### src/rtl/cal_seq_pkg.sv
package cal_seq_pkg;
  localparam logic [2:0] MD_NORM    = 3'b000;
  localparam logic [2:0] MD_SYS_OFS = 3'b100;
  localparam logic [2:0] MD_BG      = 3'b101;
  localparam logic [2:0] MD_ZERO    = 3'b110;
  localparam logic [2:0] MD_FULL    = 3'b111;

  typedef enum logic [1:0] {
    K_MEAS = 2'b00,
    K_ZSYS = 2'b01,
    K_ZINT = 2'b10,
    K_FINT = 2'b11
  } kind_e;

  typedef enum logic [2:0] {
    S_NORM, S_ZSYS, S_ZINT, S_FINT, S_BGN
  } state_e;

  function automatic logic [2:0] norm_mode(input logic [2:0] m);
    return m[2] ? m : MD_NORM;
  endfunction

  function automatic state_e entry_state(input logic [2:0] m);
    case (m)
      MD_SYS_OFS: return S_ZSYS;
      MD_BG,
      MD_ZERO:    return S_ZINT;
      MD_FULL:    return S_FINT;
      default:    return S_NORM;
    endcase
  endfunction
endpackage

### src/rtl/cal_gain_dec.sv
module cal_gain_dec #(
  parameter int CODE_W = 3
) (
  input  logic [CODE_W-1:0]      code_i,
  output logic [(1<<CODE_W)-1:0] gain_o
);
  localparam int N = 1 << CODE_W;
  for (genvar i = 0; i < N; i++) begin : g_bit
    assign gain_o[i] = (code_i == CODE_W'(i));
  end
endmodule

### src/rtl/cal_step_ctr.sv
module cal_step_ctr #(
  parameter int SETTLE_CYC = 3
) (
  input  logic clk_i,
  input  logic rst_ni,
  input  logic clr_i,
  input  logic inc_i,
  output logic last_o
);
  localparam int PH_W = $clog2(SETTLE_CYC + 1);
  localparam logic [PH_W-1:0] LAST = PH_W'(SETTLE_CYC - 1);

  logic [PH_W-1:0] ph_q;

  always_ff @(posedge clk_i or negedge rst_ni) begin
    if (!rst_ni)                   ph_q <= '0;
    else if (clr_i)                ph_q <= '0;
    else if (inc_i && ph_q != LAST) ph_q <= ph_q + 1'b1;
  end

  assign last_o = (ph_q == LAST);


  step_range_chk: assert property (@(posedge clk_i) disable iff (!rst_ni)
    ph_q <= LAST);
endmodule

### src/rtl/cal_drdy_ctl.sv
module cal_drdy_ctl (
  input  logic clk_i,
  input  logic rst_ni,
  input  logic word_i,
  input  logic set_i,
  output logic drdy_o
);
  always_ff @(posedge clk_i or negedge rst_ni) begin
    if (!rst_ni)     drdy_o <= 1'b1;
    else if (word_i) drdy_o <= 1'b0;  // fresh word beats a read
    else if (set_i)  drdy_o <= 1'b1;
  end
endmodule

### src/rtl/cal_seq_top.sv
module cal_seq_top
  import cal_seq_pkg::*;
#(
  parameter int SETTLE_CYC = 3,
  parameter int CHAN_W     = 3,
  parameter int GAIN_W     = 3
) (
  input  logic                      clk_i,
  input  logic                      rst_ni,
  input  logic                      cfg_wr_i,
  input  logic [2:0]                mode_i,
  input  logic [CHAN_W-1:0]         chan_i,
  input  logic [GAIN_W-1:0]         gain_code_i,
  input  logic                      fsync_i,
  input  logic                      eng_done_i,
  input  logic                      data_rd_i,
  output logic [2:0]                mode_o,
  output logic [CHAN_W-1:0]         chan_o,
  output logic [(1<<GAIN_W)-1:0]    gain_o,
  output logic                      eng_rst_o,
  output logic [1:0]                eng_kind_o,
  output logic                      data_we_o,
  output logic                      ofs_we_o,
  output logic                      fs_we_o,
  output logic                      drdy_o
);
  state_e            st_q, st_d;
  logic [2:0]        mode_q, mode_d;
  logic [CHAN_W-1:0] chan_q;
  logic [GAIN_W-1:0] gain_q;
  kind_e             kind;
  logic              acc_done, last, commit, step_adv;

  assign acc_done = eng_done_i & ~fsync_i & ~cfg_wr_i;
  assign commit   = acc_done & last;
  assign step_adv = commit & (st_q != S_NORM);

  cal_step_ctr #(.SETTLE_CYC(SETTLE_CYC)) u_step (
    .clk_i  (clk_i),
    .rst_ni (rst_ni),
    .clr_i  (cfg_wr_i | fsync_i | step_adv),
    .inc_i  (acc_done),
    .last_o (last)
  );

  always_comb begin
    case (st_q)
      S_ZSYS:  kind = K_ZSYS;
      S_ZINT:  kind = K_ZINT;
      S_FINT:  kind = K_FINT;
      default: kind = K_MEAS;
    endcase
  end

  always_comb begin
    st_d   = st_q;
    mode_d = mode_q;
    if (cfg_wr_i) begin
      st_d   = entry_state(mode_i);
      mode_d = norm_mode(mode_i);
    end else if (commit) begin
      case (st_q)
        S_ZSYS: st_d = S_FINT;
        S_ZINT: begin
          if (mode_q == MD_BG) st_d = S_BGN;
          else begin
            st_d   = S_NORM;
            mode_d = MD_NORM;
          end
        end
        S_FINT: begin
          st_d   = S_NORM;
          mode_d = MD_NORM;
        end
        S_BGN:   st_d = S_ZINT;
        default: st_d = S_NORM;
      endcase
    end
  end

  always_ff @(posedge clk_i or negedge rst_ni) begin
    if (!rst_ni) begin
      st_q   <= S_NORM;
      mode_q <= MD_NORM;
      chan_q <= '0;
      gain_q <= '0;
    end else begin
      st_q   <= st_d;
      mode_q <= mode_d;
      if (cfg_wr_i) begin
        chan_q <= chan_i;
        gain_q <= gain_code_i;
      end
    end
  end

  cal_gain_dec #(.CODE_W(GAIN_W)) u_gain (
    .code_i (gain_q),
    .gain_o (gain_o)
  );

  assign data_we_o  = commit & ((st_q == S_NORM) | (st_q == S_BGN));
  assign ofs_we_o   = commit & ((st_q == S_ZSYS) | (st_q == S_ZINT));
  assign fs_we_o    = commit & (st_q == S_FINT);
  assign eng_rst_o  = fsync_i;
  assign eng_kind_o = kind;
  assign mode_o     = mode_q;
  assign chan_o     = chan_q;

  cal_drdy_ctl u_drdy (
    .clk_i  (clk_i),
    .rst_ni (rst_ni),
    .word_i (data_we_o),
    .set_i  (cfg_wr_i | data_rd_i),
    .drdy_o (drdy_o)
  );


  word_drdy_chk: assert property (@(posedge clk_i) disable iff (!rst_ni)
    data_we_o |=> !drdy_o);

  wr_drdy_chk: assert property (@(posedge clk_i) disable iff (!rst_ni)
    cfg_wr_i |=> drdy_o);

  fsync_quiet_chk: assert property (@(posedge clk_i) disable iff (!rst_ni)
    fsync_i |-> !(data_we_o | ofs_we_o | fs_we_o));

  fsync_drdy_chk: assert property (@(posedge clk_i) disable iff (!rst_ni)
    (fsync_i && !cfg_wr_i && !data_rd_i) |=> $stable(drdy_o));

  bg_no_full_chk: assert property (@(posedge clk_i) disable iff (!rst_ni)
    (mode_o == MD_BG) |-> !fs_we_o);

  full_clear_chk: assert property (@(posedge clk_i) disable iff (!rst_ni)
    fs_we_o |=> (mode_o == MD_NORM));

  strobe_excl_chk: assert property (@(posedge clk_i) disable iff (!rst_ni)
    $onehot0({data_we_o, ofs_we_o, fs_we_o}));
endmodule

### config.mk
export PLATFORM = sky130hd
export DESIGN_NAME = cal_seq_top
export DESIGN_NICKNAME = d
export VERILOG_FILES = /design/src/rtl/cal_seq_pkg.sv /design/src/rtl/cal_gain_dec.sv /design/src/rtl/cal_step_ctr.sv /design/src/rtl/cal_drdy_ctl.sv /design/src/rtl/cal_seq_top.sv
export SDC_FILE = /design/constraint.sdc
export NUM_CORES = 1
export LEC_CHECK = 0
export CAP_MARGIN = 5
export CELL_PAD_IN_SITES_DETAIL_PLACEMENT = 1
export CELL_PAD_IN_SITES_GLOBAL_PLACEMENT = 2
export CORE_MARGIN = 2
export CORE_UTILIZATION = 27
export DETAILED_ROUTE_END_ITERATION = 6
export GPL_TIMING_DRIVEN = 0
export HOLD_SLACK_MARGIN = 0.03
export PLACE_DENSITY = 0.9
export SLEW_MARGIN = 20
export SYNTH_ARGS = -nofsm -noshare
export SYNTH_HDL_FRONTEND = slang
export SYNTH_SLANG_ARGS = --single-unit
export TNS_END_PERCENT = 30
### constraint.sdc
create_clock -name clk_i -period 2.3 [get_ports clk_i]
set_clock_uncertainty 0.2 [all_clocks]
set_input_delay 0.46 -clock clk_i [delete_from_list [all_inputs] [get_ports clk_i]]
set_output_delay 0.46 -clock clk_i [all_outputs]
set_load 0.05 [all_outputs]
; Yosys cells after proc, flatten, opt, wreduce, memory -nomap -nowiden
; Cells that the tools add are included.
[word_totals]
ff_bits = 15
out_inout_bits = 21
wordCells = 65
[classes]
n_addsub = 1
n_eq_ne = 19
mux = 15
bitwise_logic = 14
n_reduce_logical = 10
[op_table]
columns = operator, n
row1 = $eq A3 B3 Y1 const B, 10
row2 = $mux W3, 7
row3 = $eq A3 B2 Y1 const B, 4
row4 = $pmux W2 S3, 2
row5 = $pmux W3 S3, 1
row6 = $and A1 B1 Y1, 7
row7 = $eq A3 B1 Y1 const B, 2
row8 = $logic_not A3 Y1, 2
row9 = $pmux W3 S2, 1
row10 = $reduce_bool A2 Y1, 3
row11 = $reduce_bool A3 Y1, 2
row12 = $or A1 B1 Y1, 5
row13 = $mux W2, 2
row14 = $ne A3 B3 Y1 const B, 1
row15 = $reduce_and A3 Y1, 1
row16 = $add A2 B1 Y2 const B, 1
row17 = $eq A2 B2 Y1 const B, 1
row18 = $mux W1, 2
row19 = $ne A2 B2 Y1 const B, 1
row20 = $not A1 Y1, 2
row21 = $reduce_or A2 Y1, 1
row22 = $logic_and A1 B1 Y1, 1

; Logic depth before layout (Yosys ltp)
[depth]
depth_word = 7
mapped_depth = 5
depth_no_buf = 5

; By module
; From an unflattened synthesis, not the netlist that was laid out.
[hier_totals]
hier_cells = 82
hier_area_um2 = 872.1
[modules_own_cells]
columns = module, n_inst, cells_each, area_per_inst_um2
row1 = cal_seq_top, 1, 61, 640.6
row2 = cal_step_ctr, 1, 11, 130.1
row3 = cal_gain_dec, 1, 8, 65.1
row4 = cal_drdy_ctl, 1, 2, 36.3

; Worst setup path after synthesis
; No wires, ideal clock.
[synth_timing]
path_kind = input -> output
from = input port cfg_wr_i
to = output port ofs_we_o
arrival_ps = 2282
t_required_ps = 1640
path_slack_ps = -642
path_stages = 3
n_path_buf = 2
cell_sequence = buf_6 -> buf_2 -> nor4_1
[synth_via]
elab_chain_len = 4
[synth_lines]
columns = element, line
row1 = start: declaration, cal_seq_top.sv:10  ; input logic cfg_wr_i,
row2 = $not A1 Y1, cal_seq_top.sv:34  ; assign acc_done = eng_done_i & ~fsync_i & ~cfg_wr_i;
row3 = $and A1 B1 Y1, cal_seq_top.sv:34
row4 = $and A1 B1 Y1, cal_seq_top.sv:35  ; assign commit = acc_done & last;
row5 = $and A1 B1 Y1, cal_seq_top.sv:103  ; assign ofs_we_o = commit & ((st_q == S_ZSYS) | (st_q == S_ZINT));
row6 = end: declaration, cal_seq_top.sv:23  ; output logic ofs_we_o,
; Every way passes these cells.

; Worst setup path in the final report
[layout_timing]
from = register u_step.ph_q[0]
to = output port fs_we_o
[layout_via]
elab_chain_len = 3
[layout_lines]
columns = element, line
row1 = start: declaration, cal_step_ctr.sv:13  ; logic [PH_W-1:0] ph_q;
row2 = start signal: assignment, cal_step_ctr.sv:18  ; else if (inc_i && ph_q != LAST) ph_q <= ph_q + 1'b1;
row3 = $eq A2 B2 Y1, cal_step_ctr.sv:21  ; assign last_o = (ph_q == LAST);
row4 = $and A1 B1 Y1, cal_seq_top.sv:35
row5 = $and A1 B1 Y1, cal_seq_top.sv:104  ; assign fs_we_o = commit & (st_q == S_FINT);
row6 = end: declaration, cal_seq_top.sv:24  ; output logic fs_we_o,
; Every way passes these cells.

==> out/qor.yml <==
outcome: "completed"
io_buffers: 34
cts_max_path_buffers: 2
final-hold-violation-count: 0
top_layer: "met4"
crit_buf_inv: 2
synth_warnings: 0
r2r_end: "mode_o[0]$_DFFE_PN0P_"
wl_met3_um: 110
grt_max_degree: 16
p_total_uw: 726
fin_cells: 171
cts_buffers: 3
postCtsHoldBufs: 0
path_cells: "inv_2 > ha_4 > nand3b_4 > nor3_4 > and2_4 > buf_8"
maxCapViolCount: 0
crit_family: "simple AND/OR/NAND/NOR gates"
layout.cells.most_common: "clkdlybuf4s50_1"
synthToLayoutAreaGrowth_pct: 48.3
synthDistinctLibCells: 37
synthCells: 86
syn-cell-area_um2: 908
critPathLaunch: "u_step.ph_q[0]$_DFFE_PN0P_"
synthFlopType: "dfrtp_1"
setup-violations-final: 0
clk_root_buffer_cell: "clkbuf_4"
antenna_found_initial: 0
cellLeakagePower_uw: 0.000594
drive_gt1_frac: 0.360
dp_hpwl_mm: 1.90
overflow: 0
avgRoutedWirePerCell_um: 14.6
ys_seq_elements: 15
vias: 811
max_slew_margin: 0.501
ir_drop_uv: 283
cts_tree: "built"
synth_edf_count: 0
power_density_nw_per_um2: 539
arrival_ps: 1610
die_area_um2: 3840
fin_nets: 142
dp.cells: 166
crit_cells: 6
die_h_um: 62
path_clk_slew_ps: 110
coreArea_um2: 3280
antenna_cells: 0
wl_met1_mm: 1.08
start_util: 0.277
worst-path-max-fanout: 7
required_ps: 1640
endpoint: "fs_we_o"
post-route-period-util: 0.985
reg2reg_slack_ps: 740
post-place-ws_ps: -815
slowest_stage: "dfrtp_1"
pin_count: 36
critPathLaunchType: "flop"
h-tree-depth: 1
detail-route-antenna-nets: 0
layout_common_cells: "clkdlybuf4s50_1 (17), dfrtp_1 (14), nor2_1 (7), clkbuf_2 (7)"
synth_fp_nets: 102
firstDrtPassIters: 4
endpoint_kind: "output pin"
gp_congestion: 0.758
routed_via_density: 4.74
clock_latency_ps: 290
rsz0062_at_grt: "yes"
rr_worst_depth: 6
synth-seq-area-share: 0.415
min_path_type: "input pin to flop"
grt_util_all_layers: 0.139
route.detailed.drc: 0
wl_met2_mm: 1.29
fin_ws_ps: 33.7
die_w_um: 62
ys_async_sr_fraction: 1.00
drt-initial-drc-count: 16
rr_startpoint: "u_step.ph_q[0]$_DFFE_PN0P_"
worstMarginPinSlew_ps: 747
cpPeakStageDelay_ps: 400
avgSynthCellArea_um2: 10.6
clock.fmax_ghz: 0.441
wirelength_mm: 2.50
tns_ps: 0
grt_pass1_wl_mm: 3.83
fin_crit_ps: 2270
rows: 21
cts.sinks: 15
crit_type: "flop to output pin"
maxSlewViolCount: 0
min-delay-start: "cfg_wr_i"
final_util: 0.410
first_global_vias: 823
[sequential cells by signal, summed over array words and instances, names as in the netlist]
signal / flops
chan_o: 3
gain_q: 3
mode_o: 3
st_q: 3
u_step.ph_q: 2
u_drdy.drdy_o: 1
[stage by stage]
stage                     hold slack [ps]  cell area (um2)
after CTS                             236             1340
final                                 241             1350
after global routing                  235             1350
after detailed placement              301             1320
after global placement                289             1320
after floorplan                     -35.6              923
[layer usage]
layer,global-route usage,vias to the layer above
met2,0.244,20
met3,0.0290,2
met1,0.168,412
met4,0.0456,0
met5,0,-
li1,-,377
[power breakdown]
group          internal [uW]  switching (uW)
registers                284            12.0
logic                   99.0             172
clock network           64.5            94.8
[cells by family after synthesis]
group / synth area share
compound gates: 0.117
buf+inv: 0.0895
xor+xnor: 0.0289
fa+ha+maj: 0.0138
mux: 0.0744
flops: 0.415
simple gates: 0.262
[synthesized netlist by cell type, types with 2 or more instances]
cell / n / area [um2]
clkbuf_1: 3 / 11.3
nand2_1: 6 / 22.5
nor3b_1: 3 / 22.5
nand3_1: 3 / 15.0
o21ai_0: 2 / 10.0
xnor2_1: 2 / 17.5
nor4_1: 2 / 12.5
dfrtp_1: 14 / 350
nor2b_1: 2 / 12.5
nor2_1: 8 / 30.0
nor3_1: 2 / 10.0
mux2_2: 6 / 67.6
o41ai_2: 2 / 32.5
buf_2: 2 / 10.0
buf_6: 3 / 33.8
inv_1: 5 / 18.8
[layout make-up]
class / count / area, um2
flip-flops and latches: 15 / 377
plain buffers: 9 / 63.8
inverters: 5 / 18.8
repair buffers: 35 / 314
fillers: 375 / 1940
multi-input cells: 57 / 489
clock inverters: 1 / 5.00
clock buffers: 3 / 22.5
well taps: 46 / 57.6
[what timing repair did]
item / in CTS / in global routing
pin swaps: 0 / 1
setup buffers: 0 / 1
setup endpoints to repair: 15 / 12
gates resized for setup: 42 / 27
[worst register-to-register path: stages, from the launching register on]
cell and delay (ps):
dfrtp_1 400, inv_2 90, ha_4 160, nand3b_4 140
nor3_4 220, buf_4 150, o311ai_1 80
[how the worst min path moves through the flow]
| stage | end | depth (start not counted) |
|---|---|---|
| 3_3_place_gp | u_step.ph_q[1]$_DFFE_PN0P_ | 1 |
| 5_1_grt | mode_o[0]$_DFFE_PN0P_ | 2 |
| 2_1_floorplan | chan_o[0]$_DFFE_PN0P_ | 0 |
| 4_1_cts | mode_o[0]$_DFFE_PN0P_ | 2 |
| 3_5_place_dp | chan_o[0]$_DFFE_PN0P_ | 1 |
| 6_report | mode_o[0]$_DFFE_PN0P_ | 2 |
(Power assumes the default switching activity.)
